$ cat config.mk
export PLATFORM = sky130hd
export DESIGN_NAME = lu_guard
export DESIGN_NICKNAME = d
export VERILOG_FILES = /design/src/rtl/lu_guard_pkg.sv /design/src/rtl/lu_cmp.sv /design/src/rtl/lu_timer.sv /design/src/rtl/lu_seq.sv /design/src/rtl/lu_evcnt.sv /design/src/rtl/lu_guard.sv
export SDC_FILE = /design/constraint.sdc
export NUM_CORES = 1
export LEC_CHECK = 0
export ABC_CLOCK_PERIOD_IN_PS = 1800
export BUFFER_PORTS_ARGS = -buffer_cell sky130_fd_sc_hd__buf_2
export CAP_MARGIN = 40
export CORE_MARGIN = 2
export CORE_UTILIZATION = 50
export DETAILED_ROUTE_END_ITERATION = 6
export GPL_TIMING_DRIVEN = 0
export PLACE_DENSITY = 0.87
export SETUP_SLACK_MARGIN = 0.1
export SYNTH_ARGS = -nofsm -noshare
export SYNTH_HDL_FRONTEND = slang
export SYNTH_SLANG_ARGS = --single-unit
$ cat constraint.sdc
create_clock -name clk -period 1.8 [get_ports clk]
set_input_delay 0.27 -clock clk [delete_from_list [all_inputs] [get_ports clk]]
set_output_delay 0.27 -clock clk [all_outputs]
set_load 0.1 [all_outputs]
$ cat src/rtl/lu_guard_pkg.sv
package lu_guard_pkg;

  typedef enum logic [1:0] {
    ST_RUN  = 2'd0,
    ST_ISOL = 2'd1,
    ST_GAP  = 2'd2
  } lu_state_e;

  // True when a sample exceeds twice the nominal limit.
  function automatic logic exceeds_twice(input logic [31:0] smp,
                                         input logic [31:0] nom);
    logic [31:0] lvl;
    lvl = nom << 1;
    return smp > lvl;
  endfunction

  // Increment that stops at maxv.
  function automatic logic [31:0] sat_step(input logic [31:0] v,
                                           input logic [31:0] maxv);
    return (v >= maxv) ? maxv : v + 32'd1;
  endfunction

endpackage

$ cat src/rtl/lu_cmp.sv
module lu_cmp #(
  parameter int NOM_W = 12
) (
  input  logic             smp_vld,
  input  logic [NOM_W:0]   smp_val,
  input  logic [NOM_W-1:0] nom_lim,
  output logic             over
);
  import lu_guard_pkg::*;

  assign over = smp_vld & exceeds_twice(32'(smp_val), 32'(nom_lim));

endmodule

$ cat src/rtl/lu_timer.sv
module lu_timer #(
  parameter int OFF_TICKS = 100
) (
  input  logic clk,
  input  logic rst_n,
  input  logic start,
  input  logic active,
  input  logic tick,
  output logic done
);
  localparam int TMR_W = $clog2(OFF_TICKS + 1);
  localparam logic [TMR_W-1:0] LAST = TMR_W'(OFF_TICKS - 1);

  logic [TMR_W-1:0] tcnt;

  assign done = active & tick & (tcnt == LAST);

  always_ff @(posedge clk or negedge rst_n) begin
    if (!rst_n) begin
      tcnt <= '0;
    end else if (start) begin
      tcnt <= '0;
    end else if (active && tick && !done) begin
      tcnt <= tcnt + 1'b1;
    end
  end

endmodule

$ cat src/rtl/lu_seq.sv
module lu_seq (
  input  logic                    clk,
  input  logic                    rst_n,
  input  logic                    over,
  input  logic                    off_done,
  output lu_guard_pkg::lu_state_e state,
  output logic                    trip_now,
  output logic                    trip_pulse
);
  import lu_guard_pkg::*;

  lu_state_e nxt;

  assign trip_now = (state == ST_RUN) & over;

  always_comb begin
    nxt = state;
    unique case (state)
      ST_RUN:  if (trip_now) nxt = ST_ISOL;
      ST_ISOL: if (off_done) nxt = ST_GAP;
      ST_GAP:  nxt = ST_RUN;
      default: nxt = ST_RUN;
    endcase
  end

  always_ff @(posedge clk or negedge rst_n) begin
    if (!rst_n) begin
      state      <= ST_RUN;
      trip_pulse <= 1'b0;
    end else begin
      state      <= nxt;
      trip_pulse <= trip_now;
    end
  end

endmodule

$ cat src/rtl/lu_evcnt.sv
module lu_evcnt #(
  parameter int CNT_W = 8
) (
  input  logic             clk,
  input  logic             rst_n,
  input  logic             inc,
  input  logic             clr,
  output logic [CNT_W-1:0] count
);
  import lu_guard_pkg::*;

  localparam logic [CNT_W-1:0] CNT_MAX = '1;

  logic [CNT_W-1:0] nxt;

  always_comb begin
    if (clr)      nxt = inc ? CNT_W'(1) : '0;
    else if (inc) nxt = CNT_W'(sat_step(32'(count), 32'(CNT_MAX)));
    else          nxt = count;
  end

  always_ff @(posedge clk or negedge rst_n) begin
    if (!rst_n) count <= '0;
    else        count <= nxt;
  end

endmodule

$ cat src/rtl/lu_guard.sv
module lu_guard #(
  parameter int NOM_W     = 12,
  parameter int OFF_TICKS = 100,
  parameter int CNT_W     = 8
) (
  input  logic             clk,
  input  logic             rst_n,
  input  logic             sense_vld,
  input  logic [NOM_W:0]   sense_val,
  input  logic [NOM_W-1:0] nom_lim,
  input  logic             ms_tick,
  input  logic             evt_clr,
  output logic             load_conn,
  output logic             shunt_on,
  output logic             trip_pulse,
  output logic [CNT_W-1:0] evt_cnt
);
  import lu_guard_pkg::*;

  logic      over_hit;
  logic      trip_now;
  logic      off_done;
  lu_state_e state;

  lu_cmp #(.NOM_W(NOM_W)) u_cmp (
    .smp_vld (sense_vld),
    .smp_val (sense_val),
    .nom_lim (nom_lim),
    .over    (over_hit)
  );

  lu_seq u_seq (
    .clk        (clk),
    .rst_n      (rst_n),
    .over       (over_hit),
    .off_done   (off_done),
    .state      (state),
    .trip_now   (trip_now),
    .trip_pulse (trip_pulse)
  );

  lu_timer #(.OFF_TICKS(OFF_TICKS)) u_tmr (
    .clk    (clk),
    .rst_n  (rst_n),
    .start  (trip_now),
    .active (state == ST_ISOL),
    .tick   (ms_tick),
    .done   (off_done)
  );

  lu_evcnt #(.CNT_W(CNT_W)) u_cnt (
    .clk   (clk),
    .rst_n (rst_n),
    .inc   (trip_now),
    .clr   (evt_clr),
    .count (evt_cnt)
  );

  assign load_conn = (state == ST_RUN);
  assign shunt_on  = (state == ST_ISOL);

endmodule

**Word level (Yosys, flattened, before mapping)**

Index checks and enable logic that the tools add are counted.
Widths: inputs -> output; s select.

- Add/subtract/negate cells: 2
- Multiply operators: 0
- Div/mod/pow operators: 0
- Order comparisons: 2
- Eq/ne operators: 4
- Shift operators: 0
- Muxes and demuxes: 9
- Bitwise logic cells: 4
- Reduce and logical (&&, ||, !) cells: 7

Operators with widths:

| operator | count |
|---|---|
| $mux 8 | 3 |
| $mux 7 | 2 |
| $gt 13x13->1 | 1 |
| $add 8x1->8 const B | 1 |
| $ge 8x8->1 const B | 1 |
| $add 7x1->7 const B | 1 |
| $eq 7x7->1 const B | 1 |
| $and 1x1->1 | 4 |
| $mux 2 | 2 |
| $pmux 2 s2 | 1 |
| $reduce_bool 2->1 | 2 |
| $eq 2x1->1 const B | 1 |
| $logic_and 1x1->1 | 2 |
| $logic_not 2->1 | 1 |
| $ne 2x1->1 const B | 1 |
| $ne 2x2->1 const B | 1 |
| $reduce_and 2->1 | 1 |
| $logic_not 1->1 | 1 |
| $mux 1 | 1 |

- Bits in registers: 18
- Bits in latches: 0
- Memory bits (writable): 0
- Bits in read-only memories: 0
- Bits of input ports: 30
- Output and inout bits: 11
- Memories kept: 0

**Depth between registers and ports, before layout**

Gate-level depths: netlist of run 1.

- Depth after elaboration: 7
- Mapped depth: 9
- Depth with buffers taken out: 8

**By module**

A second synthesis of run 1 with hierarchy kept.

- Cells, all modules: 141
- Area, all modules: 1298.7 um^2

Modules (own cells, without submodules):

| module | times used | cells an instance | area an instance (um^2) | sequential area each (um^2) |
|---|---|---|---|---|
| lu_evcnt | 1 | 43 | 449.2 | 200.2 |
| lu_timer | 1 | 46 | 432.9 | 175.2 |
| lu_cmp | 1 | 42 | 302.8 | 0.0 |
| lu_seq | 1 | 8 | 101.3 | 75.1 |
| lu_guard | 1 | 2 | 12.5 | 0.0 |

**Least setup slack after synthesis of run 1**

No wires, ideal clock.

- Kind: reg-to-reg
- Start point: reg u_seq.state[1]
- End point: reg u_cnt.count[6]
- Arrival time: 2.696 ns
- Data required time: 1.666 ns
- Path slack: -1.030 ns
- Stages on the path, launching flop included: 6
- Cells stage by stage: dfrtp_1 > nor2_1 > o311ai_4 > or4_1 > nor2_1 > nor3_1

- Cells in the longest elaborated chain, start to end: 3

RTL lines:

| what | line | text |
|---|---|---|
| from (decl) | lu_seq.sv:6 | `output lu_guard_pkg::lu_state_e state,` |
| from (signal assigned) | lu_seq.sv:31 | `state <= nxt;` |
| $logic_not 2->1 | -- |  |
| net load_conn | lu_guard.sv:13 | `output logic load_conn,` |
| $and 1x1->1 | lu_seq.sv:14 | `assign trip_now = (state == ST_RUN) & over;` |
| $reduce_bool 2->1 (no line) | -- |  |
| to (signal assigned) | lu_evcnt.sv:24 | `else count <= nxt;` |
| to (decl) | lu_evcnt.sv:8 | `output logic [CNT_W-1:0] count` |

The timed path passes the listed nets, and every way through them passes these cells.
A chain may end at the register's enable or synchronous reset.

**Worst setup path in the final report of run 1**

- Start point: in nom_lim[8]
- End point: reg u_cnt.count[1]

- Cells in the longest elaborated chain, start to end: 4

RTL lines:

| what | line | text |
|---|---|---|
| from (decl) | lu_guard.sv:10 | `input logic [NOM_W-1:0] nom_lim,` |
| $gt 13x13->1 | lu_guard_pkg.sv:14 | `return smp > lvl;` |
| $and 1x1->1 | lu_cmp.sv:11 | `assign over = smp_vld & exceeds_twice(32'(smp_val), 32'(nom_lim));` |
| $and 1x1->1 | lu_seq.sv:14 |  |
| net trip_now | lu_guard.sv:21 | `logic trip_now;` |
| $reduce_bool 2->1 (no line) | -- |  |

The timed path passes the listed nets, and every way through them passes these cells.

==> flow_summary.yaml, run 1 <==
sta:
  worst_pin_slew_ns: 0.4850
  slew_headroom_pct: 67.89
  fin_crit_sh_pct: 102.4
  holdWs_ns: 0.2110
  fin_worst_skew_ns: 0.002309
  rsz0062_at_grt: "yes"
  setup_ws_ns: -0.04340
  fmax_ghz: 0.5425
  setup_viol: 5
  drv_slew: 0
  min_period_ns: 1.843
  hold_viol: 0
layout:
  drive_above_1_share_pct: 46.11
  syn2layout_area_growth_pct: 41.71
  final_area_um2: 1764
  n_antenna_cell: 0
  fin_util_pct: 73.21
  final_nets: 225
run:
  cap_viol_max_count: 0
worst_setup_path:
  r2r-start: "u_cnt.count[0]"
  cp-start-kind: "input port"
  path_cells: "buf_8 -> inv_12 -> ha_4 -> nand4_4 -> or3_4 -> o311ai_4 -> a21oi_4 -> buf_6 -> clkbuf_16 -> a211oi_2"
  max_stage_delay_ns: 0.41
  end_kind: "flip-flop"
  critPathMaxFanout: 10
  cp_data_required_time_ns: 2.00
  cp.arrival_ns: 2.04
  crit_type: "input port to flip-flop"
  critPathSlowestCell: "or3_4"
  cp-startpoint: "nom_lim[8]"
yosys:
  syn-instance-count: 132
  syn_nets: 176
  yosysTopAreaCellShare_pct: 36.18
  ys_seq_area_share_pct: 36.18
  synth.distinct_cells: 40
  avgSynthCellArea_um2: 9.431
  syn_area_um2: 1245
  synth_area_leaders: "dfrtp_1 (36%), ha_1 (14%), inv_1 (4.8%)"
  ys_ff_latch: 18
  synth_area_leader_cell: "dfrtp_1"
  yosysWarningCount: 0
power_and_ir_drop:
  p_leak_nw: 0.8271
  p_per_area_nw_per_um2: 844.4
  peakVddDrop_mv: 0.9912
clock_network:
  htree_levels: 1
  clock_path_buffers: 2
  cts.reportedPaths.clkPinSlew_ns: 0.10
  insertion_delay_ns: 0.29
  clock-sinks: 18
  numCtsBuffers: 3
  root_buffer: "clkbuf_4"
  cts_tree: "built"
outcome:
  violations: "negative setup slack"
  status: "complete, but fails checks"
placement:
  dpl_cell_area_um2: 1602
  place_congestion: 0.8123
  port_buffers: 39
  dp_hpwl_um: 2370
routing:
  dr.first_iter.drc_count: 16
  final_antenna_net_count: 0
  drt_wl_total_um: 2972
  drc: 0
  wl_per_cell_um: 14.15
  via_per_inst: 5.614
  vias: 1179
  drt_pass1_iterations: 4
grt:
  antenna_found_initial: 0
  grt_use_total_pct: 22.62
  grt_pass1_vias: 1152
  grt_max_degree: 19
  grt_overflow: 0
  grt_pass1_wl_um: 4747
floorplanning:
  die_x_um: 53.90
  die_area_um2: 2905
  row_count: 18
  die_h_um: 53.90
  initial_core_util_pct: 51.66
  top_level_ports: 41
  core_area_um2: 2410
hold_path:
  hold_path_startpoint: "ms_tick"
  holdCritPathClass: "input port to flip-flop"
cells in the mapped netlist (all sizes together):
cell type / instances
a211oi: 3
a21o: 1
a21oi: 7
a221oi: 1
a22o: 1
a31oi: 2
a41o: 1
a41oi: 1
and2: 4
and2b: 1
and3: 3
and4: 1
and4b: 1
and4bb: 1
buf: 2
clkbuf: 1
dfrtp: 18
ha: 14
inv: 16
mux2i: 1
nand2: 8
nand3: 2
nand4: 5
nor2: 16
nor2b: 1
nor3: 6
nor4b: 1
o211ai: 1
o21ai: 2
o22ai: 1
o311ai: 1
or3: 1
or4: 1
xnor2: 1
xor2: 5
final cells by class:
class,instances,area (µm²)
buffer,3,40.04
multi-input combinational,95,822.0
sequential,18,462.9
inverter,16,87.58
clock buffer,4,36.28
timing repair buffer,44,277.8
tap,30,37.54
fill,160,645.6
through the flow:
step                setup WS [ns]  std cells  TNS (ns)  power (mW)
detailed placement        -0.4981        201    -7.200       1.211
floorplan                 -0.1722        132    -1.607       1.058
global route              -0.1055        210   -0.7344       1.583
CTS                      -0.07999        210   -0.3321       1.484
global placement          -0.4456        201    -6.432       1.169
finish                   -0.04340        210   -0.1490       1.490
flip-flops by register name, indices dropped and copies added (netlist names):
signal,count
u_cnt.count,8
u_tmr.tcnt,7
u_seq.trip_pulse,1
u_seq.state,2
report_power, final:
| group | switching [mW] | total, mW | internal, mW |
|---|---|---|---|
| combinational | 0.437 | 0.687 | 0.249 |
| clock | 0.126 | 0.249 | 0.123 |
| sequential | 0.0770 | 0.554 | 0.477 |
| total | 0.640 | 1.49 | 0.849 |
layer usage:
layer  wire length [µm]  global-route usage (%)
met2               1605                   43.09
met1               1069                   23.74
met3                198                   3.611
met4                 98                   10.68
met5                  0                       0
cells in the final DEF (no fill, tap or decap), types with 5 or more instances in the layout:
cell type,instances
ha_4,5
inv_1,12
ha_1,9
nand2_1,8
xor2_1,5
buf_2,34
a21oi_1,6
dfrtp_1,12
nor2_1,14
nor3_1,5
buf_6,5
logic make-up after synthesis:
family                     Yosys count  share of synthesized area [%]
AOI/OAI and AO/OA                   22                          14.37
muxes                                1                         0.8041
buffers and inverters               19                          7.135
DFF                                 18                          36.18
adders and majority gates           14                          14.07
xor gates and xnor gates             6                          4.221
and+or+nand+nor                     52                          23.22
critical path, delay by kind of cell:
kind | cells | cell delay, ns
buffers and inverters | 4 | 0.41
AO/OA/AOI/OAI | 3 | 0.57
adder cells (fa/ha/maj) | 1 | 0.26
AND/OR/NAND/NOR | 2 | 0.52
worst paths after layout:
check | depth (start not counted) | slack [ns] | endpoint
setup / recovery | 10 | -0.04 | u_cnt.count[1]
hold / removal | 3 | 0.21 | u_seq.state[1]
setup reg to reg | 6 | 0.04 | u_cnt.count[6]
hold reg to reg | 1 | 0.55 | u_cnt.count[0]
max in group asynchronous | 2 | 1.08 | u_cnt.count[1]
min in group asynchronous | 2 | 0.41 | u_seq.state[0]
timing repair:
item	CTS	global route
hold buffers	1	0
gates resized for setup	9	8
pin swaps	4	2
setup endpoints to repair	17	17
endpoints found under the hold margin	18	0
gates cloned	1	0
setup buffers	3	0
No activity file was read; power rests on OpenSTA's default activity.
==> run 2: changes to the inputs <==
Settings changed: SKIP_LAST_GASP set to 1.
==> flow_summary.yaml, run 2 (synthesized netlist as in run 1, its figures left out) <==
layout:
  n_antenna_cell: 0
  drive_above_1_share_pct: 46.11
  top_register: "u_cnt.count"
  final_common_cell: "buf_2"
  layout_common_cells: "buf_2 (34), nor2_1 (14), inv_1 (12), dfrtp_1 (12), ha_1 (9)"
  final_nets: 225
  largest_register_ffs: 8
  syn2layout_area_growth_pct: 41.71
  final_area_um2: 1764
  largestRegisters: "u_cnt.count x8, u_tmr.tcnt x7, u_seq.state x2"
placement:
  place_congestion: 0.8123
  port_buffers: 39
  dpl_cell_area_um2: 1602
  dp_hpwl_um: 2370
floorplanning:
  core_area_um2: 2410
  die_h_um: 53.90
  row_count: 18
  die_area_um2: 2905
  initial_core_util_pct: 51.66
  die_x_um: 53.90
  top_level_ports: 41
power_and_ir_drop:
  p_leak_nw: 0.8267
  peakVddDrop_mv: 0.9923
  internal_power_uw: 849.7
  p_seq_share_pct: 37.2
  p_per_area_nw_per_um2: 845.0
  clock_power_share_pct: 16.8
  p_switching_uw: 641.1
  combPwrFrac_pct: 46.1
  swShare_pct: 43.01
worst_setup_path:
  end_kind: "flip-flop"
  r2r-start: "u_cnt.count[0]"
  cp-startpoint: "nom_lim[8]"
  critPathSlowestCell: "or3_4"
  cp_data_required_time_ns: 2.00
  path_cells: "buf_8 -> inv_12 -> ha_4 -> nand4_4 -> or3_4 -> o311ai_4 -> a21oi_4 -> buf_6 -> clkbuf_16 -> a211oi_2"
  critPathMaxFanout: 10
  r2r-end: "u_cnt.count[6]"
  crit_type: "input port to flip-flop"
  cp-start-kind: "input port"
  r2r_cells: 6
  r2r_slack_ns: 0.04
  cp.arrival_ns: 2.04
  crit_path_end: "u_cnt.count[1]"
  max_stage_delay_ns: 0.41
grt:
  grtUsageMet2_pct: 43.09
  met1_usage_pct: 23.74
  grt.busiest_layer: "met2"
  grt_overflow: 0
  grt_pass1_wl_um: 4747
  grt_pass1_vias: 1152
  grt_use_total_pct: 22.62
  grt_max_degree: 19
  antenna_found_initial: 0
  grt_use_met3_pct: 3.611
routing:
  drt_pass1_iterations: 4
  final_antenna_net_count: 0
  wl_per_cell_um: 14.16
  vias: 1170
  drt_wl_total_um: 2973
  dr.first_iter.drc_count: 16
  drc: 0
  via_per_inst: 5.571
hold_path:
  hold_depth: 3
  holdCritPathClass: "input port to flip-flop"
outcome:
  status: "complete, but fails checks"
  violations: "negative setup slack"
sta:
  drv_slew: 0
  setup_ws_ns: -0.04245
  setup_viol: 5
  fin_crit_sh_pct: 102.4
  min_period_ns: 1.842
  final.setup.tns_ns: -0.1455
  fmax_ghz: 0.5428
  worst_pin_slew_ns: 0.4850
  hold_viol: 0
  fin_worst_skew_ns: 0.001765
  slew_headroom_pct: 67.89
  rsz0062_at_grt: "yes"
clock_network:
  cts_tree: "built"
  cts.reportedPaths.clkPinSlew_ns: 0.10
  insertion_delay_ns: 0.29
  root_buffer: "clkbuf_4"
  clock_path_buffers: 2
  htree_levels: 1
  clock-sinks: 18
  numCtsBuffers: 3
run:
  cap_viol_max_count: 0
[run 2: cell counts in the layout (fill, tap and decap cells not counted)]
Identical to the previous run, type by type.
[run 2: power groups by stage]
stage	Sequential (mW)	Clock, mW	Combinational [mW]
finish	0.554	0.250	0.687
global route	0.564	0.271	0.748
CTS	0.554	0.253	0.678
detailed placement	0.562	0	0.649
global placement	0.551	0	0.618
floorplan	0.601	0	0.457
[run 2: area by class of cell]
class                           instances  area (µm²)
Tap cell                               30       37.54
Timing Repair Buffer                   44       277.8
Clock buffer                            4       36.28
Inverter                               16       87.58
Buffer                                  3       40.04
Fill cell                             160       645.6
Multi-Input combinational cell         95       822.0
Sequential cell                        18       462.9
[run 2: worst min path at each step]
| stage | to | start |
|---|---|---|
| 2_1_floorplan | u_cnt.count[2] | rst_n |
| 3_3_place_gp | u_tmr.tcnt[2] | rst_n |
| 3_5_place_dp | u_seq.state[0] | rst_n |
| 4_1_cts | u_seq.state[1] | ms_tick |
| 5_1_grt | u_seq.state[1] | ms_tick |
| 6_report | u_seq.state[1] | ms_tick |
[run 2: critical path, delay by kind of cell]
family / cells / cell delay [ns]
fa+ha+maj: 1 / 0.26
compound gates: 3 / 0.57
buf+inv: 4 / 0.41
simple gates: 2 / 0.52
[run 2: timing repair]
action / CTS / global route
hold endpoints to repair: 18 / 0
pin swaps: 3 / 2
cloned: 1 / 0
hold buffers: 1 / 0
setup buffers: 3 / 0
gates resized for setup: 9 / 8
endpoints found under the setup margin: 17 / 17
[run 2: stage by stage]
| step | power (mW) | hold WS, ns | setup WS (ns) | instances | utilization, % |
|---|---|---|---|---|---|
| 6_report | 1.491 | 0.2102 | -0.04245 | 210 | 73.21 |
| 4_1_cts | 1.485 | 0.2109 | -0.07999 | 210 | 71.34 |
| 5_1_grt | 1.583 | 0.2195 | -0.1055 | 210 | 73.21 |
| 3_3_place_gp | 1.169 | 0.2127 | -0.4456 | 201 | 66.46 |
| 2_1_floorplan | 1.058 | -0.02559 | -0.1722 | 132 | - |
| 3_5_place_dp | 1.211 | 0.2172 | -0.4981 | 201 | 66.46 |
[run 2: metal layers]
metal	wire length (µm)	share of wire [%]
met1	1084	36
met2	1603	54
met3	186	6.3
met4	98	3.3
met5	0	0
==> run 3: changes to the inputs <==
Settings changed: CORE_ASPECT_RATIO set to 1.4.
==> flow_summary.yaml, run 3 (synthesized netlist as in run 1, its figures left out) <==
worst_setup_path:
  cp_data_required_time_ns: 2.01
  max_stage_delay_ns: 0.40
  crit_type: "input port to flip-flop"
  r2r_cells: 6
  cp.arrival_ns: 2.06
  end_kind: "flip-flop"
  critPathTopFamily: "compound AO/OA/AOI/OAI gates"
  critPathBufInv: 3
  cp-start-kind: "input port"
  critPathMaxFanout: 6
  critPathSlowestCell: "or3_4"
  path_cells: "buf_8 -> inv_12 -> ha_4 -> nand4_4 -> or3_4 -> a22o_4 -> a21oi_4 -> buf_6 -> o21ai_2 -> a221oi_2"
  cp.depth: 10
power_and_ir_drop:
  p_per_area_nw_per_um2: 833.1
  combPwrFrac_pct: 48.6
  peakVddDrop_mv: 0.8189
  clock_power_share_pct: 14.5
  p_seq_share_pct: 36.9
  internal_power_uw: 832.7
  p_leak_nw: 0.8326
  p_switching_uw: 666.3
  swShare_pct: 44.45
  p_total_mw: 1.499
sta:
  rsz0062_at_grt: "yes"
  setup_viol: 3
  min_period_ns: 1.851
  fin_crit_sh_pct: 102.8
  fin_worst_skew_ns: 0.004131
  setup_ws_ns: -0.05061
  worst_pin_slew_ns: 0.4904
  holdWs_ns: 0.2055
  hold_viol: 0
  fmax_ghz: 0.5404
  drv_slew: 0
  slew_headroom_pct: 67.53
floorplanning:
  top_level_ports: 41
  die_h_um: 63.04
  row_count: 21
  core_area_um2: 2391
  initial_core_util_pct: 52.07
  die_x_um: 46.17
  die_area_um2: 2911
layout:
  top_register: "u_cnt.count"
  largestRegisters: "u_cnt.count x8, u_tmr.tcnt x7, u_seq.state x2"
  n_antenna_cell: 0
  layout_common_cells: "buf_2 (34), inv_1 (12), dfrtp_1 (12), ha_1 (10)"
  drive_above_1_share_pct: 50.00
  final_nets: 227
  largest_register_ffs: 8
  syn2layout_area_growth_pct: 44.52
  final_area_um2: 1799
  final_cells: 216
  final_common_cell: "buf_2"
grt:
  grt_max_degree: 19
  grt_pass1_wl_um: 4968
  grt_use_total_pct: 22.73
  grt_pass1_vias: 1268
  antenna_found_initial: 0
  grt_overflow: 0
run:
  cap_viol_max_count: 0
routing:
  drt_wl_total_um: 2962
  via_per_inst: 5.468
  wl_per_cell_um: 13.71
  drc: 0
  dr.first_iter.drc_count: 26
  final_antenna_net_count: 0
  vias: 1181
  drt_pass1_iterations: 5
hold_path:
  hold_depth: 3
  holdCritPathClass: "input port to flip-flop"
clock_network:
  clock_path_buffers: 2
  cts.reportedPaths.clkPinSlew_ns: 0.10
  numCtsBuffers: 3
  cts_tree: "built"
  root_buffer: "clkbuf_4"
  htree_levels: 1
  clock-sinks: 18
  insertion_delay_ns: 0.30
outcome:
  status: "complete, but fails checks"
  violations: "negative setup slack"
placement:
  dp_hpwl_um: 2110
  placed_cells: 205
  dpl_cell_area_um2: 1607
  post-place-ws_ns: -0.4851
  place_congestion: 0.9252
  port_buffers: 39
[run 3: cell types whose count changed in the layout (fill, tap and decap cells not counted), sizes merged]
cell,before,now
clkbuf,5,6
buf,45,46
[run 3: tightest hold or removal path, cell delays in order]
cell     delay (ns)
buf_2          0.11
nand2_1        0.05
nor2_1         0.05
[run 3: what timing repair did]
action	CTS	global route
cloned	2	0
endpoints found under the hold margin	18	0
buffers inserted	4	0
resized for setup	20	6
endpoints found under the setup margin	17	17
hold buffers	1	0
pin swaps	8	2
[run 3: power by group through the flow]
stage	sequential [mW]	combinational, mW	clock [mW]
finish	0.554	0.728	0.217
global route	0.568	0.782	0.241
CTS	0.549	0.704	0.215
detailed placement	0.555	0.635	0
global placement	0.552	0.619	0
floorplan	0.601	0.457	0
[run 3: area by class of cell]
type | count | area (µm²)
sequential | 18 | 462.9
clock buffer | 4 | 26.28
inverter | 16 | 87.58
tap | 34 | 42.54
buffer | 3 | 40.04
timing repair buffer | 46 | 295.3
multi-input combinational | 95 | 844.6
fill | 167 | 591.8
[run 3: final timing paths]
| kind | start | endpoint | slack, ns |
|---|---|---|---|
| setup / recovery | nom_lim[8] | u_cnt.count[3] | -0.05 |
| hold / removal | ms_tick | u_seq.state[1] | 0.21 |
| setup reg to reg | u_cnt.count[0] | u_cnt.count[6] | 0.03 |
| hold reg to reg | u_cnt.count[0] | u_cnt.count[0] | 0.57 |
| max in group asynchronous | rst_n | u_cnt.count[1] | 1.07 |
| min in group asynchronous | rst_n | u_tmr.tcnt[6] | 0.42 |
[run 3: metrics by stage]
stage                      TNS, ns  utilization (%)
after CTS                  -0.2945            73.99
after detailed placement    -6.958            67.19
after global routing       -0.4525            75.25
after global placement      -6.564            67.19
final                     -0.06165            75.25
after floorplan             -1.607                -
[run 3: layer usage]
metal	up-vias	routed length [µm]	global-route usage [%]
met1	557	1121	25.00
met5	-	0	0
met2	51	1656	40.45
met3	4	136	0.8671
li1	569	-	-
met4	0	48	12.50
